File: src/rtl/pp_dma_pkg.sv
`timescale 1ns/1ps
// Package: pp_dma_pkg
// Shared register indices, command-bit positions and engine state type
// for the ping-pong DMA channel. Assumes two descriptor sets per channel.
package pp_dma_pkg;
    localparam int unsigned SET_CNT   = 2;
    localparam logic [1:0]  RIDX_ADDR = 2'd0;
    localparam logic [1:0]  RIDX_LEN  = 2'd1;
    localparam logic [1:0]  RIDX_CMD  = 2'd2;
    localparam int unsigned CB_ARM    = 0;
    localparam int unsigned CB_DONE   = 1;
    localparam int unsigned CB_LIVE   = 2;
    localparam int unsigned CB_DIR    = 4;

    typedef enum logic {
        ENG_WAIT = 1'b0,
        ENG_MEM  = 1'b1
    } eng_state_e;
endpackage

File: src/rtl/pp_dma_desc_set.sv
`timescale 1ns/1ps
// Module: pp_dma_desc_set
// One descriptor set: buffer address, byte length, arm, direction and a
// sticky done flag. Software writes are dropped while the set is locked
// (live and armed). A word advance moves address up and length down by one
// word. A completion clears arm and sets done.
// Assumes adv and cmpl are only given while this set is live.
module pp_dma_desc_set #(
    parameter int unsigned ADDR_W   = 32,
    parameter int unsigned LEN_W    = 16,
    parameter int unsigned STEP_LSB = 2
) (
    input  logic              clk,
    input  logic              rst_n,
    input  logic              wr_addr,
    input  logic              wr_len,
    input  logic              wr_cmd,
    input  logic [ADDR_W-1:0] new_addr,
    input  logic [LEN_W-1:0]  new_len,
    input  logic              new_arm,
    input  logic              new_dir,
    input  logic              clr_done,
    input  logic              locked,
    input  logic              adv,
    input  logic              cmpl,
    output logic [ADDR_W-1:0] buf_addr,
    output logic [LEN_W-1:0]  buf_len,
    output logic              arm,
    output logic              dir,
    output logic              done
);
    localparam logic [ADDR_W-1:0] ADDR_STEP = ADDR_W'(1) << STEP_LSB;
    localparam logic [LEN_W-1:0]  LEN_STEP  = LEN_W'(1) << STEP_LSB;
    localparam logic [ADDR_W-1:0] ADDR_MASK = ~(ADDR_STEP - ADDR_W'(1));
    localparam logic [LEN_W-1:0]  LEN_MASK  = ~(LEN_STEP - LEN_W'(1));

    // Address and length: word stepping has priority over software loads.
    always_ff @(posedge clk) begin
        if (!rst_n) begin
            buf_addr <= '0;
            buf_len  <= '0;
        end else if (adv) begin
            buf_addr <= buf_addr + ADDR_STEP;
            buf_len  <= buf_len - LEN_STEP;
        end else if (!locked) begin
            if (wr_addr) buf_addr <= new_addr & ADDR_MASK;
            if (wr_len)  buf_len  <= new_len & LEN_MASK;
        end
    end

    // Arm and direction: completion disarms; software edits only when unlocked.
    always_ff @(posedge clk) begin
        if (!rst_n) begin
            arm <= 1'b0;
            dir <= 1'b0;
        end else if (cmpl) begin
            arm <= 1'b0;
        end else if (wr_cmd && !locked) begin
            arm <= new_arm;
            dir <= new_dir;
        end
    end

    // Sticky done flag: set on completion, cleared by a write of one.
    always_ff @(posedge clk) begin
        if (!rst_n)                 done <= 1'b0;
        else if (cmpl)              done <= 1'b1;
        else if (wr_cmd && clr_done) done <= 1'b0;
    end

    p_adv_nonzero_r3: assert property (@(posedge clk) disable iff (!rst_n)
        adv |-> buf_len != '0);
    p_cmpl_flags_r5: assert property (@(posedge clk) disable iff (!rst_n)
        cmpl |=> done && !arm);
    p_locked_hold_r10: assert property (@(posedge clk) disable iff (!rst_n)
        locked && !adv |=> $stable(buf_addr) && $stable(buf_len));
endmodule

File: src/rtl/pp_dma_ctrl.sv
`timescale 1ns/1ps
// Module: pp_dma_ctrl
// Live-set pointer and completion detection. The live set runs while
// armed. It completes when its length is zero and the engine is between
// words. Control moves to the other set when that set is armed and the live
// one has just completed or is idle.
module pp_dma_ctrl (
    input  logic       clk,
    input  logic       rst_n,
    input  logic [1:0] arm,
    input  logic       act_len_zero,
    input  logic       eng_idle,
    output logic       act,
    output logic       running,
    output logic [1:0] cmpl
);
    logic cmpl_now;
    logic other_armed;

    // Completion and hand-over conditions for the live set.
    always_comb begin
        running     = arm[act];
        other_armed = arm[!act];
        cmpl_now    = running && act_len_zero && eng_idle;
        cmpl        = 2'b00;
        cmpl[act]   = cmpl_now;
    end

    // Live pointer: flip to the armed partner after completion or when idle.
    always_ff @(posedge clk) begin
        if (!rst_n)                                   act <= 1'b0;
        else if (other_armed && (cmpl_now || !running)) act <= !act;
    end

    p_flip_on_done_r7: assert property (@(posedge clk) disable iff (!rst_n)
        cmpl_now && other_armed |=> act != $past(act));
    p_stay_on_done_r8: assert property (@(posedge clk) disable iff (!rst_n)
        cmpl_now && !other_armed |=> $stable(act));
    p_idle_handover_r9: assert property (@(posedge clk) disable iff (!rst_n)
        !running && other_armed |=> act != $past(act));
endmodule

File: src/rtl/pp_dma_engine.sv
`timescale 1ns/1ps
// Module: pp_dma_engine
// Moves one word per memory handshake. Toward memory, it takes a word
// from the source and then holds a write request until acknowledged. From
// memory, it raises a read request when the sink asks and hands the word to
// the sink the cycle after the acknowledge. Assumes go drops once the live
// length reaches zero.
module pp_dma_engine
    import pp_dma_pkg::*;
#(
    parameter int unsigned DATA_W = 32
) (
    input  logic              clk,
    input  logic              rst_n,
    input  logic              go,
    input  logic              to_periph,
    input  logic              mem_ack,
    input  logic [DATA_W-1:0] mem_rdata,
    input  logic              src_rdy,
    input  logic [DATA_W-1:0] src_data,
    input  logic              snk_need,
    output logic              mem_req,
    output logic              mem_we,
    output logic [DATA_W-1:0] mem_wdata,
    output logic              src_take,
    output logic              snk_put,
    output logic [DATA_W-1:0] snk_data,
    output logic              adv,
    output logic              idle
);
    eng_state_e        state_q;
    logic              we_q;
    logic              put_q;
    logic [DATA_W-1:0] hold_q;
    logic [DATA_W-1:0] snk_q;

    // Handshake outputs decoded from the word state.
    always_comb begin
        idle      = state_q == ENG_WAIT;
        mem_req   = state_q == ENG_MEM;
        mem_we    = we_q;
        mem_wdata = hold_q;
        adv       = mem_req && mem_ack;
        src_take  = idle && go && !to_periph && src_rdy;
        snk_put   = put_q;
        snk_data  = snk_q;
    end

    // Word state: launch on peripheral readiness, retire on acknowledge.
    always_ff @(posedge clk) begin
        if (!rst_n) begin
            state_q <= ENG_WAIT;
            we_q    <= 1'b0;
            hold_q  <= '0;
        end else if (state_q == ENG_WAIT) begin
            if (src_take) begin
                hold_q  <= src_data;
                we_q    <= 1'b1;
                state_q <= ENG_MEM;
            end else if (go && to_periph && snk_need) begin
                we_q    <= 1'b0;
                state_q <= ENG_MEM;
            end
        end else if (mem_ack) begin
            state_q <= ENG_WAIT;
        end
    end

    // Sink delivery: register the read word and pulse put once.
    always_ff @(posedge clk) begin
        if (!rst_n) begin
            put_q <= 1'b0;
            snk_q <= '0;
        end else begin
            put_q <= adv && !we_q;
            if (adv && !we_q) snk_q <= mem_rdata;
        end
    end

    p_req_hold_r12: assert property (@(posedge clk) disable iff (!rst_n)
        mem_req && !mem_ack |=> mem_req && $stable(mem_we) && $stable(mem_wdata));
    p_put_follows_read_r4: assert property (@(posedge clk) disable iff (!rst_n)
        snk_put |-> $past(adv) && !$past(mem_we));
    p_one_side_r3: assert property (@(posedge clk) disable iff (!rst_n)
        $onehot0({src_take, snk_put}));
endmodule

File: src/rtl/pp_dma_chan.sv
`timescale 1ns/1ps
// Module: pp_dma_chan
// One ping-pong DMA channel: two descriptor sets, a live-set controller and
// a word engine. Decodes the word-indexed register port. Routes the live
// set's address and direction to the engine. Raises irq while any done flag is set.
// Assumes ADDR_W <= 32 and a 32-bit data path.
module pp_dma_chan
    import pp_dma_pkg::*;
#(
    parameter int unsigned ADDR_W = 32,
    parameter int unsigned LEN_W  = 16,
    parameter int unsigned DATA_W = 32
) (
    input  logic              clk,
    input  logic              rst_n,
    input  logic              reg_we,
    input  logic [2:0]        reg_idx,
    input  logic [31:0]       reg_wdata,
    output logic [31:0]       reg_rdata,
    output logic              mem_req,
    output logic              mem_we,
    output logic [ADDR_W-1:0] mem_addr,
    output logic [DATA_W-1:0] mem_wdata,
    input  logic [DATA_W-1:0] mem_rdata,
    input  logic              mem_ack,
    input  logic              src_rdy,
    input  logic [DATA_W-1:0] src_data,
    output logic              src_take,
    input  logic              snk_need,
    output logic [DATA_W-1:0] snk_data,
    output logic              snk_put,
    output logic              irq
);
    localparam int unsigned STEP_LSB = $clog2(DATA_W / 8);

    logic [ADDR_W-1:0] addr_q [SET_CNT];
    logic [LEN_W-1:0]  len_q  [SET_CNT];
    logic [1:0]        arm_v, dir_v, done_v, cmpl_v;
    logic              act, running, eng_adv, eng_idle, act_len_zero, go;
    logic              sel_set;
    logic [1:0]        sel_reg;

    // Register port field split.
    always_comb begin
        sel_set = reg_idx[2];
        sel_reg = reg_idx[1:0];
    end

    for (genvar s = 0; s < SET_CNT; s++) begin : g_set
        pp_dma_desc_set #(
            .ADDR_W  (ADDR_W),
            .LEN_W   (LEN_W),
            .STEP_LSB(STEP_LSB)
        ) u_set (
            .clk     (clk),
            .rst_n   (rst_n),
            .wr_addr (reg_we && sel_set == 1'(s) && sel_reg == RIDX_ADDR),
            .wr_len  (reg_we && sel_set == 1'(s) && sel_reg == RIDX_LEN),
            .wr_cmd  (reg_we && sel_set == 1'(s) && sel_reg == RIDX_CMD),
            .new_addr(reg_wdata[ADDR_W-1:0]),
            .new_len (reg_wdata[LEN_W-1:0]),
            .new_arm (reg_wdata[CB_ARM]),
            .new_dir (reg_wdata[CB_DIR]),
            .clr_done(reg_wdata[CB_DONE]),
            .locked  (act == 1'(s) && arm_v[s]),
            .adv     (eng_adv && act == 1'(s)),
            .cmpl    (cmpl_v[s]),
            .buf_addr(addr_q[s]),
            .buf_len (len_q[s]),
            .arm     (arm_v[s]),
            .dir     (dir_v[s]),
            .done    (done_v[s])
        );
    end

    // Live-set view for controller and engine.
    always_comb begin
        act_len_zero = len_q[act] == '0;
        go           = running && !act_len_zero;
        mem_addr     = addr_q[act];
        irq          = |done_v;
    end

    pp_dma_ctrl u_ctrl (
        .clk         (clk),
        .rst_n       (rst_n),
        .arm         (arm_v),
        .act_len_zero(act_len_zero),
        .eng_idle    (eng_idle),
        .act         (act),
        .running     (running),
        .cmpl        (cmpl_v)
    );

    pp_dma_engine #(.DATA_W(DATA_W)) u_eng (
        .clk      (clk),
        .rst_n    (rst_n),
        .go       (go),
        .to_periph(dir_v[act]),
        .mem_ack  (mem_ack),
        .mem_rdata(mem_rdata),
        .src_rdy  (src_rdy),
        .src_data (src_data),
        .snk_need (snk_need),
        .mem_req  (mem_req),
        .mem_we   (mem_we),
        .mem_wdata(mem_wdata),
        .src_take (src_take),
        .snk_put  (snk_put),
        .snk_data (snk_data),
        .adv      (eng_adv),
        .idle     (eng_idle)
    );

    // Read mux: address, length or assembled command word of the chosen set.
    always_comb begin
        reg_rdata = '0;
        unique case (sel_reg)
            RIDX_ADDR: reg_rdata = 32'(addr_q[sel_set]);
            RIDX_LEN:  reg_rdata = 32'(len_q[sel_set]);
            RIDX_CMD: begin
                reg_rdata[CB_ARM]  = arm_v[sel_set];
                reg_rdata[CB_DONE] = done_v[sel_set];
                reg_rdata[CB_LIVE] = act == sel_set;
                reg_rdata[CB_DIR]  = dir_v[sel_set];
            end
            default:   reg_rdata = '0;
        endcase
    end

    p_addr_hold_r12: assert property (@(posedge clk) disable iff (!rst_n)
        mem_req && !mem_ack |=> $stable(mem_addr));
    p_empty_quiet_r11: assert property (@(posedge clk) disable iff (!rst_n)
        running && act_len_zero |-> !mem_req);
    p_unarmed_quiet_r8: assert property (@(posedge clk) disable iff (!rst_n)
        !running |-> !src_take);
endmodule

File: config.mk
export PLATFORM = sky130hd
export DESIGN_NAME = pp_dma_chan
export DESIGN_NICKNAME = d
export VERILOG_FILES = /design/src/rtl/pp_dma_pkg.sv /design/src/rtl/pp_dma_desc_set.sv /design/src/rtl/pp_dma_ctrl.sv /design/src/rtl/pp_dma_engine.sv /design/src/rtl/pp_dma_chan.sv
export SDC_FILE = /design/constraint.sdc
export NUM_CORES = 1
export LEC_CHECK = 0
export BUFFER_PORTS_ARGS = -buffer_cell sky130_fd_sc_hd__buf_2
export CORE_AREA = 10 10 144 146
export DETAILED_ROUTE_END_ITERATION = 12
export DIE_AREA = 0 0 154 156
export PLACE_DENSITY = 0.8
export RECOVER_POWER = 100
export SKIP_LAST_GASP = 1
export SYNTH_ARGS = -nofsm -noshare
export SYNTH_HDL_FRONTEND = slang
export SYNTH_SLANG_ARGS = --single-unit
File: constraint.sdc
create_clock -name clk -period 2.2 [get_ports clk]
set_input_delay 0.22 -clock clk [delete_from_list [all_inputs] [get_ports clk]]
set_output_delay 0.22 -clock clk [all_outputs]
set_load 0.01 [all_outputs]
==> impl_metrics.yaml, run 1 <==
placed_design:
  dp_hpwl_um: 25700
  portBuffers: 235
  place_ws_ns: -0.227
  gp_congestion: 0.988
layout:
  syn_to_final_growth_pct: 27.6
  drive_above_1_share_pct: 25.7
  nNetsFinal: 1612
clocking:
  cts_hold_buf: 0
  numClockSinks: 162
  htreeDepth: 4
  cts_tree: "yes"
  cts_root_buffer: "clkbuf_16"
  cts_made_buffers: 17
  cts_buffer_depth: 2
  clk_pin_slew_ns: 0.07
  clk_latency_ns: 0.43
pwr:
  vdd_drop_max_uv: 562
  power_frac_seq_pct: 43.2
  pwr-share-comb_pct: 12.2
  power_density_nw_per_um2: 579
  cellLeakagePower_nw: 4.89
  totalPowerFinal_w: 0.00704
  clockPowerShare_pct: 44.6
  switching_share_pct: 27.5
  p_int_w: 0.00510
  p_switching_w: 0.00194
worst_setup_path:
  crit_family: "simple AND/OR/NAND/NOR gates"
  cp_max_fo: 3
  end_kind: "primary output"
  worstSetupPathType: "reg2out"
  crit_slowest_cell: "or4_4"
  required_ns: 1.98
  rr_worst_depth: 5
  crit_buf_inv: 1
  ff2ff_setup_slack_ns: -0.07
  worst_ep_arrival_time_ns: 2.15
  reg2reg_from: "g_set[0].u_set.buf_addr[2]$_SDFFE_PN0P_"
  startpoint_type: "flip-flop"
  path_cells: "or4_4 > nor4_4 > and4b_2 > nor3_4 > buf_2"
  r2r_end: "g_set[0].u_set.buf_addr[31]$_SDFFE_PN0P_"
  max_stage_delay_ns: 0.55
min_path:
  hold_path.class: "in2reg"
  hp-start: "mem_rdata[0]"
  min_to: "u_eng.snk_data[0]$_SDFFE_PN0P_"
  worst_hold_path.num_cells: 3
route:
  drcViolationCount: 0
  drtPass1Iterations: 9
  wire_per_inst_um: 20.3
  drt_wl_total_um: 35400
  vias_per_cell: 6.21
  ant_nets: 0
  drt_iter0_markers: 1188
  dr_total_vias: 10900
logic_synthesis:
  synth_edf_count: 0
  ys_ff_latch: 162
  synth_ff_type: "dfxtp_1"
  synth_seq_area_share_pct: 34.0
  postSynthAreaPerCell_sq_um: 7.81
  ys_warn_count: 0
  synthXorXnorAreaFrac_pct: 0.551
  synthCells: 1220
  ys_async_sr_fraction_pct: 0
  synth-compound-area-share_pct: 21.9
  synth-simple-area-share_pct: 25.8
  synth_top_family_by_area: "simple AND/OR/NAND/NOR gates"
  synth_mux_area_share_pct: 12.3
  ys_types: 74
  synth_area_sq_um: 9530
  synth_fa_ha_area_share_pct: 0.525
floorplanning:
  die_y_um: 156
  initial_core_util_pct: 53.4
  rows: 49
  fp.dieArea_sq_um: 24000
  ios: 238
  die_width_um: 154
  fp.coreArea_sq_um: 17800
sta:
  rsz0062_at_grt: "true"
  setup-violations-final: 38
  fin_ws_ns: -0.172
  skew_ns: 0.00991
  drv_slew: 0
  final_hold_viol_count: 0
  fmax_mhz: 422
  finalCriticalPeriod_ns: 2.37
  tightest_slew_ns: 0.855
  hold_ws_ns: 0.0161
  fin_crit_sh_pct: 108
  slew_headroom_pct: 43.0
global_route:
  grt_pass1_wl_um: 55200
  grt_max_degree: 68
  gr-usage-all-layers_pct: 27.8
  grt_antenna_before_repair: 1
  grt_pass1_vias: 10400
  globalRouteOverflowTotal: 0
run:
  drv_cap: 0
status:
  outcome: "finished, violations left"
  violations: "negative setup slack"
[tightest hold or removal path: cells and delay by family]
kind / cells / cell delay, ns
compound gates: 1 / 0.05
buf+inv: 1 / 0.09
simple gates: 1 / 0.04
[through the flow]
stage	util (%)	setup TNS [ns]	std cells	instance area, sq um
2_1_floorplan	-	0	1221	9540
3_3_place_gp	64.6	-2.39	1696	11500
3_5_place_dp	64.6	-3.23	1696	11500
4_1_cts	68.6	-0.165	1738	12200
5_1_grt	68.1	-4.82	1745	12200
6_report	68.2	-0.676	1747	12200
[metal layers]
layer,vias to the layer above,global-route usage [%],part of all wire [%]
li1,5005,-,-
met1,4967,32.8,36
met2,723,44.9,46
met3,160,8.93,12
met4,0,13.5,5.2
met5,-,0,0
[sequential cells by signal (all words and copies together) (netlist names)]
name                  count
g_set.u_set.buf_len      28
u_ctrl.act                1
g_set.u_set.buf_addr     60
u_eng.mem_wdata          32
g_set.u_set.done          2
u_eng.snk_put             1
g_set.u_set.arm           2
u_eng.mem_req             1
u_eng.mem_we              1
u_eng.snk_data           32
g_set.u_set.dir           2
[layout by cell type, fill, tap and decap left out, types with 23 or more instances in the layout]
cell	instances
nand2_1	214
nor2_1	109
clkbuf_1	89
mux2i_1	59
nand3_1	31
o21ai_0	58
buf_2	147
a31oi_1	23
dfxtp_1	160
a21oi_1	106
buf_4	96
mux2_2	27
[logic make-up after synthesis]
family | Yosys count
simple gates | 514
buf+inv | 110
xor+xnor | 6
fa+ha+maj | 4
other cells | 1
compound gates | 324
mux | 99
flops | 162
[area by class of cell]
cell class | instances | area, sq um
fillers | 1520 | 5680
repair buffers | 363 | 2090
clock buffers | 17 | 425
diodes | 2 | 5.00
inverters | 10 | 37.5
well taps | 229 | 287
flip-flops and latches | 162 | 3250
clock inverters | 15 | 186
multi-input cells | 949 | 5880
[worst max-delay path by stage]
| stage | depth (start not counted) | endpoint | startpoint | slack (ns) |
|---|---|---|---|---|
| floorplan | 7 | g_set[0].u_set.buf_addr[31]$_SDFFE_PN0P_ | g_set[0].u_set.buf_addr[8]$_SDFFE_PN0P_ | 0.17 |
| global placement | 6 | u_eng.mem_wdata[18]$_SDFFE_PN0P_ | g_set[1].u_set.buf_len[9]$_SDFFE_PN0P_ | -0.19 |
| detailed placement | 6 | u_eng.mem_wdata[22]$_SDFFE_PN0P_ | g_set[1].u_set.buf_len[9]$_SDFFE_PN0P_ | -0.23 |
| CTS | 5 | src_take | g_set[1].u_set.buf_len[7]$_SDFFE_PN0P_ | -0.14 |
| global route | 5 | src_take | g_set[1].u_set.buf_len[7]$_SDFFE_PN0P_ | -0.19 |
| finish | 5 | src_take | g_set[1].u_set.buf_len[7]$_SDFFE_PN0P_ | -0.17 |
[repair_timing]
action                                  4_1_cts  5_1_grt
gates resized for setup                       6       15
pin swaps                                     4        3
endpoints found under the setup margin       52       72
buffers inserted                             10        7
[power by group through the flow]
stage	logic (W)	clock network, W	registers (W)
after floorplan	0.000433	0	0.00310
after global routing	0.000928	0.00327	0.00305
after global placement	0.000793	0	0.00310
after CTS	0.000851	0.00315	0.00304
final	0.000861	0.00314	0.00304
after detailed placement	0.000805	0	0.00310
[cells in the mapped netlist, types with 5 or more instances]
cell type    n  area (sq um)
a211oi_1     8          60.1
a21oi_1    107           536
a22o_1       5          43.8
a22oi_1     21           158
a311oi_1     7          61.3
a31oi_1     23           144
a41oi_1      8          70.1
and2_1      16           100
and3_1      18           113
and4_1      13           114
buf_1        5          18.8
buf_2        8          40.0
clkbuf_1    81           304
dfxtp_1    162          3240
inv_1       10          37.5
mux2_2      28           315
mux2i_1     59           591
mux4_2      12           270
nand2_1    214           803
nand2b_1     9          56.3
nand3_1     31           155
nand4_1     17           106
nor2_1     111           417
nor2b_1     16           100
nor3_1      20           100
nor3b_1      6          45.0
o211ai_1     5          37.5
o21a_1       7          52.6
o21ai_0     59           295
o221a_2     12           135
o22ai_1     20           125
o31a_1       5          43.8
o31ai_1      8          60.1
or2_2        7          43.8
or3_1        7          43.8
xnor2_1      5          43.8
Power figures use the tool's default switching activity.
==> run 2, diff against run 1 <==
--- a/config.mk
+++ b/config.mk
@@ -15,3 +15,4 @@
 export SYNTH_ARGS = -nofsm -noshare
 export SYNTH_HDL_FRONTEND = slang
 export SYNTH_SLANG_ARGS = --single-unit
+export TNS_END_PERCENT = 1
==> impl_metrics.yaml, run 2 (synthesis results as in run 1) <==
global_route:
  grt_pass1_wl_um: 55200
  globalRouteOverflowTotal: 0
  grt_pass1_vias: 10300
  grt_max_degree: 68
  gr-usage-all-layers_pct: 27.8
  grt_antenna_before_repair: 1
sta:
  tightest_slew_ns: 0.869
  finalCriticalPeriod_ns: 2.37
  rsz0062_at_grt: "true"
  fin_crit_sh_pct: 108
  final_hold_viol_count: 0
  setup-violations-final: 44
  fmax_mhz: 421
  hold_ws_ns: 0.0208
  slew_headroom_pct: 42.0
  fin_ws_ns: -0.173
  tns_ns: -1.93
  drv_slew: 0
  skew_ns: 0.0115
placed_design:
  portBuffers: 235
  gp_congestion: 0.988
  place_ws_ns: -0.227
  dpl_cell_area_sq_um: 11500
  dp.cells: 1696
  dp_hpwl_um: 25700
status:
  violations: "negative setup slack"
  outcome: "finished, violations left"
layout:
  fillCellCount: 1531
  multiInputGateArea_sq_um: 5850
  fin_cells: 1740
  largest_register_ffs: 60
  register_area_sq_um: 3240
  final_common_cell: "nand2_1"
  regMostFlops: "g_set.u_set.buf_addr"
  syn_to_final_growth_pct: 26.7
  drive_above_1_share_pct: 24.9
  fin_area_sq_um: 12100
  final_cell_mix: "214 x nand2_1, 161 x dfxtp_1, 147 x buf_2"
  nNetsFinal: 1605
worst_setup_path:
  startpoint_type: "flip-flop"
  reg2reg_from: "u_ctrl.act$_SDFFE_PN0P_"
  rr_worst_depth: 8
  end_kind: "primary output"
  worstSetupPathType: "reg2out"
  required_ns: 1.98
  worst_ep_arrival_time_ns: 2.15
  cp_max_fo: 3
  timing.critical_path.from: "g_set[1].u_set.buf_len[7]$_SDFFE_PN0P_"
clocking:
  cts_root_buffer: "clkbuf_16"
  clk_latency_ns: 0.43
  cts_tree: "yes"
  numClockSinks: 162
  cts_buffer_depth: 2
  htreeDepth: 4
  cts_made_buffers: 17
  cts_hold_buf: 0
  clk_pin_slew_ns: 0.07
run:
  drv_cap: 0
pwr:
  vdd_drop_max_uv: 555
  cellLeakagePower_nw: 4.87
  power_density_nw_per_um2: 582
min_path:
  worst_hold_path.num_cells: 3
  hp-start: "mem_rdata[31]"
  hold_path.class: "in2reg"
route:
  wl_met3_um: 4220
  drcViolationCount: 0
  m1WireLength_um: 13000
  highest_layer: "met4"
  drt_wl_total_um: 35200
  wl_met2_um: 16400
  vias_per_cell: 6.18
  drt_iter0_markers: 1132
  dr_total_vias: 10800
  ant_nets: 0
  wire_per_inst_um: 20.2
  drtPass1Iterations: 6
floorplanning:
  die_width_um: 154
  rows: 49
  initial_core_util_pct: 53.4
  die_y_um: 156
  fp.dieArea_sq_um: 24000
  ios: 238
  fp.coreArea_sq_um: 17800
[run 2: critical path, stage by stage (launching register included)]
cell and delay (ns):
dfxtp_1 0.31, or4_4 0.55, nor4_4 0.29, and4b_2 0.34
nor3_4 0.09, buf_2 0.15
[run 2: worst paths after layout]
path,end,slack [ns]
max,src_take,-0.17
min,u_eng.snk_data[31]$_SDFFE_PN0P_,0.02
max reg2reg,g_set[1].u_set.buf_addr[25]$_SDFFE_PN0P_,-0.07
min reg2reg,u_eng.snk_data[3]$_SDFFE_PN0P_,0.45
[run 2: where the power goes]
part	internal (W)	switching, W
logic	0.000377	0.000474
clock network	0.00173	0.00140
registers	0.00298	0.0000565
[run 2: area by class of cell]
class                   instances  area share, %
flip-flops and latches        162           26.9
clock inverters                15           1.54
repair buffers                356           16.9
inverters                      10          0.311
well taps                     229           2.37
multi-input cells             949           48.5
diodes                          2         0.0414
clock buffers                  17           3.52
[run 2: stage by stage]
step | utilization, % | total power, W
detailed placement | 64.6 | 0.00391
global route | 67.7 | 0.00723
global placement | 64.6 | 0.00389
CTS | 68.6 | 0.00704
floorplan | - | 0.00353
finish | 67.7 | 0.00702
[run 2: metal layers]
layer	track usage [%]	vias up
li1	-	4988
met1	32.9	4973
met2	45.0	673
met3	8.57	126
met4	13.1	0
met5	0	-
[run 2: timing repair]
item / CTS / global route
resized for setup: 2 / 1
endpoints found under the setup margin: 52 / 80
pin swaps: 4 / 1
setup buffers: 10 / 0
==> run 3, diff against run 2 <==
--- a/config.mk
+++ b/config.mk
@@ -11,7 +11,6 @@
 export DIE_AREA = 0 0 154 156
 export PLACE_DENSITY = 0.8
 export RECOVER_POWER = 100
-export SKIP_LAST_GASP = 1
 export SYNTH_ARGS = -nofsm -noshare
 export SYNTH_HDL_FRONTEND = slang
 export SYNTH_SLANG_ARGS = --single-unit
==> constraint.sdc (replaced) <==
create_clock -name clk -period 2.75 [get_ports clk]
set_input_delay 0.275 -clock clk [delete_from_list [all_inputs] [get_ports clk]]
set_output_delay 0.275 -clock clk [all_outputs]
set_load 0.01 [all_outputs]
==> impl_metrics.yaml, run 3 (synthesis results as in run 1) <==
global_route:
  grt_pass1_wl_um: 52300
  gr-usage-all-layers_pct: 26.4
  grt_max_degree: 48
  globalRouteOverflowTotal: 0
  grt_pass1_vias: 9690
  grt_antenna_before_repair: 3
clocking:
  cts_buffer_depth: 2
  post-cts-setup-buffer-count: 2
  cts_root_buffer: "clkbuf_16"
  cts_made_buffers: 17
  cts.repair.resized: 0
  clk_latency_ns: 0.44
  numClockSinks: 162
  cts_tree: "yes"
  cts_hold_buf: 0
  clk_pin_slew_ns: 0.08
  htreeDepth: 4
floorplanning:
  fp.coreArea_sq_um: 17800
  rows: 49
  ios: 238
  fp.dieArea_sq_um: 24000
  die_width_um: 154
  initial_core_util_pct: 53.4
  die_y_um: 156
worst_setup_path:
  worstSetupPathType: "reg2out"
  crit_family: "simple AND/OR/NAND/NOR gates"
  rr_worst_depth: 8
  startpoint_type: "flip-flop"
  required_ns: 2.48
  worst_ep_arrival_time_ns: 2.34
  reg2reg_from: "g_set[0].u_set.buf_len[2]$_SDFFE_PN0P_"
  ff2ff_setup_slack_ns: 0.14
  max_stage_delay_ns: 0.62
  cp_max_fo: 5
  crit_slowest_cell: "nor4_1"
  r2r_end: "u_eng.mem_wdata[8]$_SDFFE_PN0P_"
  path_cells: "nor4_1 > nand4_1 > nor3_1 > clkbuf_1 > nor3_4 > buf_2"
  end_kind: "primary output"
  crit_buf_inv: 2
sta:
  skew_ns: 0.0134
  finalCriticalPeriod_ns: 2.61
  rsz0062_at_grt: "false"
  fin_crit_sh_pct: 95.0
  tns_ns: 0
  final_hold_viol_count: 0
  drv_slew: 0
  fmax_mhz: 383
  setup-violations-final: 0
  slew_headroom_pct: 3.53
  tightest_slew_ns: 1.45
placed_design:
  dp.cells: 1632
  dp_hpwl_um: 24400
  gp_congestion: 0.946
  portBuffers: 235
run:
  drv_cap: 0
pwr:
  p_int_w: 0.00384
  power_density_nw_per_um2: 474
  power_frac_seq_pct: 45.4
  clockPowerShare_pct: 43.9
  pwr-share-comb_pct: 10.6
  switching_share_pct: 28.7
  vdd_drop_max_uv: 452
  p_switching_w: 0.00155
  totalPowerFinal_w: 0.00539
  cellLeakagePower_nw: 4.29
layout:
  syn_to_final_growth_pct: 19.3
  drive_above_1_share_pct: 17.7
  register_area_sq_um: 3240
  fin_cells: 1668
  regMostFlops: "g_set.u_set.buf_addr"
  largest_register_ffs: 60
  final_common_cell: "nand2_1"
  final_cell_mix: "214 x nand2_1, 162 x dfxtp_1, 128 x clkbuf_1"
  multiInputGateArea_sq_um: 5840
  fillCellCount: 1623
  nNetsFinal: 1533
route:
  ant_nets: 0
  drcViolationCount: 0
  vias_per_cell: 6.24
  drt_iter0_markers: 1147
  drt_wl_total_um: 33600
  dr_total_vias: 10400
  wire_per_inst_um: 20.1
  drtPass1Iterations: 5
min_path:
  hold_path.class: "in2reg"
  worst_hold_path.num_cells: 3
  min_to: "u_eng.snk_data[25]$_SDFFE_PN0P_"
  hp-start: "mem_rdata[25]"
status:
  outcome: "completed"
==> run 3: metrics by stage <==
step / setup slack [ns] / hold WS, ns / area [sq um] / util [%]
CTS: 0.162 / 0.0620 / 11600 / 64.9
detailed placement: 0.198 / 0.443 / 11000 / 61.5
finish: 0.137 / 0.0678 / 11400 / 63.7
global route: 0.0276 / 0.0592 / 11400 / 63.7
global placement: 0.245 / 0.438 / 11000 / 61.5
floorplan: 0.716 / 0.411 / 9540 / -
==> run 3: power by group through the flow <==
stage / combinational, W / clock, W / sequential [W]
3_5_place_dp: 0.000573 / 0 / 0.00250
4_1_cts: 0.000577 / 0.00239 / 0.00245
3_3_place_gp: 0.000566 / 0 / 0.00250
6_report: 0.000574 / 0.00237 / 0.00245
5_1_grt: 0.000622 / 0.00250 / 0.00245
2_1_floorplan: 0.000346 / 0 / 0.00248
==> run 3: layer usage <==
metal	wire (um)	track usage [%]	vias up
met2	15500	42.3	625
li1	-	-	4852
met1	12900	31.8	4807
met5	13	0	-
met3	3690	8.55	114
met4	1420	11.2	2
==> run 3: worst reg2reg max path: stages (launching register included) <==
cell      delay (ns)
dfxtp_1         0.36
nor4_1          0.62
nand4_1         0.25
nor3_1          0.19
clkbuf_1        0.24
nor3_4          0.10
clkbuf_2        0.16
clkbuf_2        0.36
mux2i_1         0.22
==> run 3: worst max-delay path by stage <==
stage / from / to / cells past startpoint
after CTS: g_set[1].u_set.buf_len[4]$_SDFFE_PN0P_ / src_take / 5
final: g_set[0].u_set.buf_len[2]$_SDFFE_PN0P_ / src_take / 6
after global routing: g_set[1].u_set.buf_len[4]$_SDFFE_PN0P_ / u_eng.mem_wdata[7]$_SDFFE_PN0P_ / 7
after detailed placement: g_set[1].u_set.buf_len[4]$_SDFFE_PN0P_ / u_eng.mem_wdata[8]$_SDFFE_PN0P_ / 6
after floorplan: g_set[0].u_set.buf_addr[8]$_SDFFE_PN0P_ / g_set[0].u_set.buf_addr[31]$_SDFFE_PN0P_ / 7
after global placement: g_set[1].u_set.buf_len[5]$_SDFFE_PN0P_ / u_eng.mem_wdata[26]$_SDFFE_PN0P_ / 6
==> run 3: area by class of cell <==
cell class	instances	area share [%]
antenna	2	0.0440
clock buffer	17	3.74
clock inverter	15	1.50
inverter	10	0.330
multi-input combinational	949	51.4
sequential	162	28.5
tap	229	2.52
timing repair buffer	284	11.9
